`src/rtl/tlb_chk_pkg.sv`:
```
package tlb_chk_pkg;

  typedef enum logic [1:0] {
    KIND_DEBUG = 2'd0,
    KIND_READ  = 2'd1,
    KIND_WRITE = 2'd2,
    KIND_EXEC  = 2'd3
  } kind_e;

  typedef enum logic [3:0] {
    FLT_NONE    = 4'd0,
    FLT_IMISS   = 4'd1,
    FLT_DMISS   = 4'd2,
    FLT_PID     = 4'd3,
    FLT_IPROT   = 4'd4,
    FLT_DRIGHTS = 4'd5,
    FLT_DIRTY   = 4'd6,
    FLT_BREAK   = 4'd7,
    FLT_REF     = 4'd8
  } fault_e;

  localparam int PERM_R = 0;
  localparam int PERM_W = 1;
  localparam int PERM_X = 2;

  // rights granted by the type field, before privilege gating
  function automatic logic [2:0] type_rights(input logic [2:0] ty);
    case (ty)
      3'd0:    return 3'b001;
      3'd1:    return 3'b011;
      3'd2:    return 3'b101;
      3'd3:    return 3'b111;
      default: return 3'b100;
    endcase
  endfunction

  // one-hot mask of the permission a given access kind needs
  function automatic logic [2:0] kind_need(input kind_e k);
    case (k)
      KIND_READ:  return 3'b001;
      KIND_WRITE: return 3'b010;
      KIND_EXEC:  return 3'b100;
      default:    return 3'b000;
    endcase
  endfunction

  function automatic fault_e miss_fault(input kind_e k);
    return (k == KIND_EXEC) ? FLT_IMISS : FLT_DMISS;
  endfunction

endpackage

```
`src/rtl/tlb_fault_resolve.sv`:
```
module tlb_fault_resolve (
  input  logic                 hit,
  input  tlb_chk_pkg::kind_e   kind,
  input  logic [2:0]           base_perm,
  input  logic                 pid_block,
  input  logic                 dirty,
  input  logic                 brk,
  input  logic                 trap,
  output logic [2:0]           perm,
  output tlb_chk_pkg::fault_e  fault,
  output logic                 bits_stage
);
  import tlb_chk_pkg::*;

  always_comb begin
    perm       = base_perm;
    fault      = FLT_NONE;
    bits_stage = 1'b0;
    if (!hit) begin
      perm  = 3'b000;
      fault = miss_fault(kind);
    end else begin
      if (pid_block) perm[PERM_W] = 1'b0;
      if (pid_block && kind == KIND_WRITE) begin
        fault = FLT_PID;
      end else if (kind != KIND_DEBUG) begin
        if ((perm & kind_need(kind)) == 3'b000) begin
          fault = (kind == KIND_EXEC) ? FLT_IPROT : FLT_DRIGHTS;
        end else begin
          bits_stage = 1'b1;
          // lowest priority first, later assignments override
          if (!dirty) begin
            if (kind == KIND_WRITE) fault = FLT_DIRTY;
            perm[PERM_W] = 1'b0;
          end
          if (brk) begin
            if (kind == KIND_WRITE) fault = FLT_BREAK;
            perm[PERM_W] = 1'b0;
          end
          if (trap) begin
            if (kind != KIND_EXEC) fault = FLT_REF;
            perm = perm & 3'b100;
          end
        end
      end
    end
  end

endmodule

```
`config.mk`:
```
export PLATFORM = sky130hd
export DESIGN_NAME = tlb_fault_resolve
export DESIGN_NICKNAME = d
export VERILOG_FILES = /design/src/rtl/tlb_chk_pkg.sv /design/src/rtl/tlb_fault_resolve.sv
export SDC_FILE = /design/constraint.sdc
export NUM_CORES = 1
export LEC_CHECK = 0
export ABC_AREA = 1
export BUFFER_PORTS_ARGS = -buffer_cell sky130_fd_sc_hd__buf_2
export CORE_AREA = 2 2 39 41
export DETAILED_ROUTE_END_ITERATION = 8
export DIE_AREA = 0 0 41 43
export GPL_TIMING_DRIVEN = 0
export PLACE_DENSITY = 0.53
export SLEW_MARGIN = 30
export SYNTH_ARGS = -nofsm -noshare
export SYNTH_HDL_FRONTEND = slang
export SYNTH_SLANG_ARGS = --single-unit
```
`constraint.sdc`:
```
create_clock -name vclk -period 0.8
set_input_delay 0.04 -clock vclk [all_inputs]
set_output_delay 0.04 -clock vclk [all_outputs]
set_load 0.01 [all_outputs]
```
==> metrics.json, run 1 <==
{
  "synth": {
    "netlist_area_um2": 211.5,
    "postSynthNetCount": 51,
    "netlist.top_cell.by_area": "sky130_fd_sc_hd__nand2_1",
    "fraction_of_post_synthesis_cell_area_in_the_top_cell_type_by_area_pct": 17.75,
    "synth_top_cells_by_area": "sky130_fd_sc_hd__nand2_1 18%, sky130_fd_sc_hd__inv_1 14%, sky130_fd_sc_hd__nor2_1 12%, sky130_fd_sc_hd__nand3_1 9.5%, sky130_fd_sc_hd__nand3_4 8.3%",
    "synth.yosys.warnings": 0,
    "distinct_cell_type_count_after_synthesis": 13,
    "cells_after_synthesis": 41,
    "synthesis.area_per_instance_um2": 5.157,
    "seq_area_frac_synth_pct": 0
  },
  "sta": {
    "fin_setup_tns_ns": -0.1215,
    "max-slew-margin-rel_pct": 89.79,
    "setup_viol": 4,
    "minimum_clock_period_after_layout_ns": 0.8457,
    "drv_slew": 0,
    "final.setup.worst_slack_ns": -0.04572,
    "grt_setup_unrepaired": "true",
    "layout_worst_path_cycle_share_pct": 105.7,
    "fmax_mhz": 1182,
    "worst_slew_pin_slew_ns": 0.1526,
    "final_hold_viol_count": 0
  },
  "critical_path": {
    "cpPeakStageDelay_ns": 0.14,
    "worstPathMaxFanout": 6,
    "worst_setup_path_endpoint": "fault[2]",
    "crit_path_start_kind": "input pin",
    "cp-end-kind": "primary output",
    "worstSetupStartpoint": "kind[0]",
    "worstSetupPathDepth": 7,
    "critical_path.cell_chain": "buf_8 > nor2_4 > nand2_2 > nand3_4 > o21ai_2 > and2_1 > buf_2",
    "critical-path-top-delay-family": "simple AND/OR/NAND/NOR gates",
    "crit_path_top_delay_cell": "sky130_fd_sc_hd__nor2_4",
    "required_ns": 0.76,
    "critPathBufInv": 2,
    "cp_data_arrival_time_ns": 0.81,
    "setup.worst_path.class": "input pin to primary output"
  },
  "finish": {
    "layout_nets": 73,
    "sequential_cell_total": 0,
    "final_core_occ_pct": 26.67,
    "layout.filler_cells": 174,
    "final_layout_size_suffix_gt1_share_pct": 50.82,
    "finish.cell_count_without_fillers": 77,
    "regArea_um2": 0,
    "syn2layout_area_growth_pct": 74.56,
    "diodes": 0,
    "most-common-layout-cells": "16 x sky130_fd_sc_hd__buf_2, 9 x sky130_fd_sc_hd__nand2_1, 8 x sky130_fd_sc_hd__inv_1, 6 x sky130_fd_sc_hd__nor2_1, 4 x sky130_fd_sc_hd__nand3_1",
    "num-clock-buffers": 0,
    "most_frequent_standard_cell_in_the_layout_excluding_fill_and_tap_cells": "sky130_fd_sc_hd__buf_2"
  },
  "outcome": {
    "run_status": "complete, but fails checks",
    "violations": "negative setup slack"
  },
  "grt": {
    "first_global_vias": 287,
    "antenna_found_initial": 0,
    "grt_first_pass_wirelength_mm": 1.055,
    "gr-usage-all-layers_pct": 7.992,
    "grt_start_max_net_pins": 8,
    "grt_overflow_total": 0
  },
  "floorplanning": {
    "design.core.area_um2": 1384,
    "initial_core_util_pct": 15.28,
    "placement_rows": 14,
    "design.portCount": 18,
    "fp.dieArea_um2": 1763,
    "fp.dieH_um": 43,
    "die_width_um": 41
  },
  "route": {
    "drt-initial-drc-count": 5,
    "ant_nets": 0,
    "dr_total_vias": 320,
    "wl_um": 641,
    "routedWlPerCell_um": 8.325,
    "drt_first_pass_iters": 4,
    "drc": 0,
    "drt-vias-per-instance": 4.156
  },
  "power_and_ir_drop": {
    "max-vdd-ir-drop_mv": 0.1158,
    "power_density_nw_per_um2": 516.3,
    "leakagePower_uw": 0.0002268,
    "fin_total_pwr_uw": 190.6
  },
  "place": {
    "dpl.cell_count": 75,
    "post-dp-hpwl_um": 558,
    "buffer_ports.inserted": 18,
    "finalWeightedCongestion": 0.7701
  },
  "worst_hold_path": {
    "timing.hold.worst.class": "input pin to primary output",
    "min-delay-start": "base_perm[2]"
  },
  "flow_run": {
    "max-cap-violations": 0
  }
}
kinds of logic (layout without fill, tap and decap cells):
| group | after synthesis | after routing | share of synthesized area (%) |
|---|---|---|---|
| simple gates | 27 | 27 | 66.87 |
| compound gates | 5 | 5 | 17.16 |
| buf+inv | 9 | 29 | 15.98 |
what timing repair did:
| action | 4_1_cts | 5_1_grt |
|---|---|---|
| gates resized for setup | 8 | 2 |
| hold buffers | 0 | 0 |
| pin swaps | 4 | 2 |
| buffers inserted | 1 | 1 |
| setup endpoints to repair | 5 | 7 |
report_power, final:
group          leakage (uW)  switching (uW)  internal, uW
clock network             0               0             0
registers                 0               0             0
logic              0.000227             104          86.6
through the flow:
stage | instance area [um^2] | hold WS (ns) | worst slack (ns)
after floorplan | 211.5 | 0.1615 | 0.1758
after global placement | 321.6 | 0.3630 | -0.07407
after detailed placement | 321.6 | 0.3645 | -0.09636
after CTS | 352.8 | 0.3650 | -0.06834
after global routing | 369.1 | 0.3823 | -0.1091
final | 369.1 | 0.3582 | -0.04572
worst min-delay path by stage:
stage / slack [ns] / cells after the start / end
2_1_floorplan: 0.16 / 1 / perm[0]
3_3_place_gp: 0.36 / 4 / perm[2]
3_5_place_dp: 0.36 / 4 / perm[2]
4_1_cts: 0.36 / 4 / perm[2]
5_1_grt: 0.38 / 4 / perm[2]
6_report: 0.36 / 4 / perm[2]
per-layer routing:
layer	routed length (um)	global-route usage, %	vias to the layer above	part of all wire, %
met4	0	0	0	0
li1	-	-	167	-
met5	0	0	-	0
met1	315	10.13	144	49
met2	300	15.00	9	47
met3	26	0	0	4.1
synth_stat cells:
master / number
sky130_fd_sc_hd__nand3_4: 1
sky130_fd_sc_hd__nor3_2: 1
sky130_fd_sc_hd__nand2_2: 2
sky130_fd_sc_hd__and2_1: 1
sky130_fd_sc_hd__a21oi_1: 2
sky130_fd_sc_hd__inv_1: 8
sky130_fd_sc_hd__nor2_4: 1
sky130_fd_sc_hd__nor2_1: 7
sky130_fd_sc_hd__inv_2: 1
sky130_fd_sc_hd__nand2_1: 10
sky130_fd_sc_hd__nand3_1: 4
sky130_fd_sc_hd__o21ai_2: 2
sky130_fd_sc_hd__a21oi_2: 1
cell type report:
type	count	area, um^2	area share, %
tap	16	20.02	5.424
multi-input combinational	32	187.7	50.85
timing repair buffer	20	125.1	33.90
inverter	9	36.28	9.831
Note: power is estimated with default switching activity, not from simulation.
==> inputs of run 2 (changes only) <==
--- a/config.mk
+++ b/config.mk
@@ -8,2 +8,3 @@
 export ABC_AREA = 1
+export ABC_CLOCK_PERIOD_IN_PS = 800
 export BUFFER_PORTS_ARGS = -buffer_cell sky130_fd_sc_hd__buf_2
==> constraint.sdc (replaced) <==
create_clock -name vclk -period 0.8
set_input_delay 0.16 -clock vclk [all_inputs]
set_output_delay 0.16 -clock vclk [all_outputs]
set_load 0.01 [all_outputs]
==> run 2 against run 1 <==
Against the previous run:
- the flow still finishes with violations (negative setup slack)
- wire length decreased by 1.2%
- combinational power is 13% higher
- critical path type unchanged
- count of clock-buffer cells in the layout is the same
- total power rose by 13%
- via count is 4.7% lower
- non-clock buffer count down 2
- global-route usage fell by 0.60 points
- critical endpoint unchanged
- hold slack better by 0.24 ns
- utilization grew 2.4 points
- critical path depth unchanged
==> metrics.json, run 2 (synthesized netlist as in run 1, its figures left out) <==
{
  "grt": {
    "grt_start_max_net_pins": 8,
    "antenna_found_initial": 0,
    "grt_first_pass_wirelength_um": 986,
    "grt_overflow_total": 0,
    "first_global_vias": 262,
    "gr-usage-all-layers_pct": 7.393
  },
  "sta": {
    "worst_slew_pin_slew_ns": 0.1679,
    "minimum_clock_period_after_layout_ns": 1.063,
    "layout_worst_path_cycle_share_pct": 132.9,
    "setup_viol": 7,
    "max-slew-margin-rel_pct": 88.79,
    "fin_setup_tns_ns": -1.557,
    "final_hold_viol_count": 0,
    "final.setup.worst_slack_ns": -0.2630,
    "drv_slew": 0,
    "fmax_mhz": 940.7,
    "grt_setup_unrepaired": "true"
  },
  "finish": {
    "num-clock-buffers": 0,
    "most_frequent_standard_cell_in_the_layout_excluding_fill_and_tap_cells": "sky130_fd_sc_hd__buf_2",
    "layout.cell_area.non_filler_um2": 402.9,
    "layout_nets": 71,
    "final_core_occ_pct": 29.11,
    "final_layout_size_suffix_gt1_share_pct": 55.93,
    "regArea_um2": 0,
    "sequential_cell_total": 0,
    "multiInputGateArea_um2": 205.2,
    "layout.filler_cells": 160,
    "diodes": 0,
    "most-common-layout-cells": "13 x sky130_fd_sc_hd__buf_2, 9 x sky130_fd_sc_hd__nand2_1, 6 x sky130_fd_sc_hd__inv_1, 6 x sky130_fd_sc_hd__nor2_1, 4 x sky130_fd_sc_hd__nand3_1",
    "syn2layout_area_growth_pct": 90.53
  },
  "route": {
    "dr_total_vias": 305,
    "drt-vias-per-instance": 4.067,
    "drt_first_pass_iters": 3,
    "routedWlPerCell_um": 8.440,
    "ant_nets": 0,
    "wl_um": 633,
    "drt-initial-drc-count": 3,
    "drc": 0
  },
  "floorplanning": {
    "initial_core_util_pct": 15.28,
    "die_width_um": 41,
    "design.portCount": 18,
    "fp.dieH_um": 43,
    "design.core.area_um2": 1384,
    "placement_rows": 14,
    "fp.dieArea_um2": 1763
  },
  "critical_path": {
    "crit_path_start_kind": "input pin",
    "cp-end-kind": "primary output",
    "required_ns": 0.64,
    "cp_data_arrival_time_ns": 0.90,
    "setup.worst_path.class": "input pin to primary output",
    "worstPathMaxFanout": 6
  },
  "worst_hold_path": {
    "holdPathStages": 4,
    "min-delay-start": "base_perm[2]",
    "timing.hold.worst.class": "input pin to primary output",
    "min_to": "perm[2]"
  },
  "place": {
    "post-dp-hpwl_um": 542.9,
    "buffer_ports.inserted": 18,
    "finalWeightedCongestion": 0.7460,
    "post_dp_cell_area_um2": 342.8
  },
  "power_and_ir_drop": {
    "power_density_nw_per_um2": 534.8,
    "leakagePower_uw": 0.0002249,
    "max-vdd-ir-drop_mv": 0.1659
  },
  "flow_run": {
    "max-cap-violations": 0
  },
  "outcome": {
    "violations": "negative setup slack",
    "run_status": "complete, but fails checks"
  },
  "clocking": {
    "holdBufCountCts": 0
  }
}
run 2: cell count changes in the layout (fill, tap and decap cells not counted), moves of 2 or more:
cell,delta
sky130_fd_sc_hd__buf_2,-3
sky130_fd_sc_hd__buf_6,+3
sky130_fd_sc_hd__buf_4,-2
sky130_fd_sc_hd__inv_1,-2
run 2: what timing repair did:
item / CTS / global route
endpoints found under the setup margin: 7 / 7
gates cloned: 0 / 0
pin swaps: 3 / 4
gates resized for setup: 11 / 4
buffers inserted: 0 / 0
run 2: cell type report:
class	instances	area share, %
inverters	9	10.87
well taps	16	4.969
repair buffers	18	33.23
multi-input cells	32	50.93
run 2: where the power goes:
part           switching [uW]  internal, uW  total [uW]
Clock                       0             0           0
Combinational             114           102         215
Sequential                  0             0           0
Total                     114           102         215
run 2: per-stage QoR:
stage	std cells	total power (uW)	worst slack [ns]	hold slack (ns)
after floorplan	41	103.2	-0.03706	0.4015
after global placement	75	178.8	-0.3550	0.5986
after detailed placement	75	180.7	-0.3534	0.6057
after CTS	75	208.6	-0.2815	0.6057
after global routing	75	235.4	-0.3345	0.6235
final	75	215.5	-0.2630	0.5988
run 2: worst max-delay path, cell delays in order:
cell and delay (ns):
sky130_fd_sc_hd__buf_8 0.11, sky130_fd_sc_hd__nor2_4 0.13, sky130_fd_sc_hd__nand2_2 0.08, sky130_fd_sc_hd__nand3_4 0.11, sky130_fd_sc_hd__o21ai_2 0.07, sky130_fd_sc_hd__and2_4 0.13, sky130_fd_sc_hd__buf_6 0.11
run 2: worst max path at each step:
| stage | to | start | cells past startpoint | slack [ns] |
|---|---|---|---|---|
| after floorplan | fault[1] | kind[0] | 5 | -0.04 |
| after global placement | fault[1] | kind[1] | 8 | -0.36 |
| after detailed placement | fault[1] | kind[1] | 8 | -0.35 |
| after CTS | fault[1] | kind[1] | 8 | -0.28 |
| after global routing | fault[3] | kind[0] | 7 | -0.33 |
| final | fault[2] | kind[0] | 7 | -0.26 |
run 2: per-layer routing:
| layer | share of wire, % | GRT usage [%] | vias to the layer above |
|---|---|---|---|
| li1 | - | - | 162 |
| met1 | 41 | 9.494 | 134 |
| met2 | 51 | 13.44 | 9 |
| met3 | 7.4 | 0.5236 | 0 |
| met4 | 0 | 0 | 0 |
| met5 | 0 | 0 | - |
==> inputs of run 3 (changes only) <==
CELL_PAD_IN_SITES_DETAIL_PLACEMENT = 1   (was unset)
CELL_PAD_IN_SITES_GLOBAL_PLACEMENT = 1   (was unset)
PLACE_DENSITY = 0.74   (was 0.53)
==> run 3 against run 2 <==
Against the previous run:
- the run still ends with negative setup slack left
- maximum frequency is 0.64% lower
- cell area is 3.7% lower
- hold slack better by 0.0061 ns
- global-route usage is 0.20 points higher
- combinational power is 4% lower
- critical path type unchanged
- largest cell class unchanged
- highest routed layer unchanged
==> metrics.json, run 3 (synthesized netlist as in run 1, its figures left out) <==
{
  "route": {
    "drt-initial-drc-count": 0,
    "wl_um": 638,
    "routedWlPerCell_um": 8.395,
    "dr_total_vias": 316,
    "drc": 0,
    "drt_first_pass_iters": 1,
    "drt-vias-per-instance": 4.158,
    "ant_nets": 0
  },
  "sta": {
    "max-slew-margin-rel_pct": 89.70,
    "drv_slew": 0,
    "fmax_mhz": 934.8,
    "grt_setup_unrepaired": "true",
    "fin_setup_tns_ns": -1.608,
    "setup_viol": 7,
    "fin_hold_ws_ns": 0.6049,
    "worst_slew_pin_slew_ns": 0.1539,
    "layout_worst_path_cycle_share_pct": 133.7,
    "final_hold_viol_count": 0,
    "minimum_clock_period_after_layout_ns": 1.070,
    "final.setup.worst_slack_ns": -0.2698
  },
  "critical_path": {
    "worstPathMaxFanout": 6,
    "required_ns": 0.64,
    "setup.worst_path.class": "input pin to primary output",
    "worstSetupStartpoint": "kind[1]",
    "crit_path_start_kind": "input pin",
    "cpPeakStageDelay_ns": 0.14,
    "critPathBufInv": 3,
    "critical-path-top-delay-family": "simple AND/OR/NAND/NOR gates",
    "critical_path.cell_chain": "buf_12 > inv_8 > nor2_4 > nand2_2 > nand3_4 > o21ai_2 > and2_4 > buf_6",
    "crit_path_top_delay_cell": "sky130_fd_sc_hd__and2_4",
    "cp-end-kind": "primary output",
    "cp_data_arrival_time_ns": 0.91
  },
  "finish": {
    "final_core_occ_pct": 28.03,
    "regArea_um2": 0,
    "diodes": 0,
    "most_frequent_standard_cell_in_the_layout_excluding_fill_and_tap_cells": "sky130_fd_sc_hd__buf_2",
    "multiInputGateArea_um2": 201.4,
    "sequential_cell_total": 0,
    "layout_nets": 72,
    "layout.filler_cells": 192,
    "most-common-layout-cells": "15 x sky130_fd_sc_hd__buf_2, 9 x sky130_fd_sc_hd__nand2_1, 7 x sky130_fd_sc_hd__inv_1, 6 x sky130_fd_sc_hd__nor2_1, 4 x sky130_fd_sc_hd__nand3_1",
    "final_layout_size_suffix_gt1_share_pct": 53.33,
    "syn2layout_area_growth_pct": 83.43,
    "num-clock-buffers": 0
  },
  "outcome": {
    "run_status": "complete, but fails checks",
    "violations": "negative setup slack"
  },
  "floorplanning": {
    "die_width_um": 41,
    "initial_core_util_pct": 15.28,
    "design.portCount": 18,
    "fp.dieArea_um2": 1763,
    "design.core.area_um2": 1384,
    "fp.dieH_um": 43,
    "placement_rows": 14
  },
  "grt": {
    "antenna_found_initial": 0,
    "grt_first_pass_wirelength_mm": 1.007,
    "first_global_vias": 266,
    "gr-usage-all-layers_pct": 7.592,
    "grt_overflow_total": 0,
    "grt_start_max_net_pins": 8
  },
  "power_and_ir_drop": {
    "power_density_nw_per_um2": 532.6,
    "leakagePower_uw": 0.0002274,
    "comb_power_share_pct": 100.0,
    "sw_ratio_pct": 53.88,
    "max-vdd-ir-drop_mv": 0.1360,
    "seqPwrFrac_pct": 0,
    "internal-power_uw": 95.27,
    "clock_power_share_pct": 0,
    "netSwitchingPower_uw": 111.3,
    "fin_total_pwr_uw": 206.6
  },
  "worst_hold_path": {
    "timing.hold.worst.class": "input pin to primary output",
    "min-delay-start": "base_perm[2]"
  },
  "place": {
    "post-dp-hpwl_um": 576.3,
    "finalWeightedCongestion": 0.7401,
    "buffer_ports.inserted": 18
  },
  "flow_run": {
    "max-cap-violations": 0
  }
}
==> run 3: changes by cell type in the layout (fill, tap and decap cells not counted) <==
cell,before,now
sky130_fd_sc_hd__buf_6,3,2
sky130_fd_sc_hd__buf_2,13,15
sky130_fd_sc_hd__a21oi_1,1,2
sky130_fd_sc_hd__buf_4,0,1
sky130_fd_sc_hd__inv_1,6,7
sky130_fd_sc_hd__buf_8,1,0
sky130_fd_sc_hd__inv_4,1,0
sky130_fd_sc_hd__a21oi_2,2,1
==> run 3: layout make-up <==
type / instances / share of cell area [%]
repair buffers: 19 / 32.26
inverters: 9 / 10.65
well taps: 16 / 5.161
multi-input cells: 32 / 51.94
==> run 3: worst paths after layout <==
check                   to  cells after the start
setup / recovery  fault[2]                      8
hold / removal     perm[2]                      4
==> run 3: per-stage QoR <==
stage	setup WS, ns	cell area (um^2)	std cells
3_5_place_dp	-0.3611	342.8	75
6_report	-0.2698	387.9	76
5_1_grt	-0.3312	387.9	76
4_1_cts	-0.2797	382.9	76
2_1_floorplan	-0.03706	232.7	41
3_3_place_gp	-0.3475	342.8	75
==> run 3: power groups by stage <==
stage	Sequential (uW)	Clock, uW	Combinational [uW]
finish	0	0	207
floorplan	0	0	103
detailed placement	0	0	181
CTS	0	0	207
global route	0	0	226
global placement	0	0	179
==> run 3: repair_timing <==
item	in CTS	in global routing
pin swaps	4	1
gates resized for setup	8	1
hold buffers	0	0
cloned	0	0
setup endpoints to repair	7	7
buffers inserted	1	0
==> run 3: routing by layer <==
metal  part of all wire (%)  up-vias  GRT usage (%)
li1                       -      166              -
met1                     42      140          9.810
met2                     51       10          13.75
met3                    7.7        0         0.5236
met4                      0        0              0
met5                      0        -              0
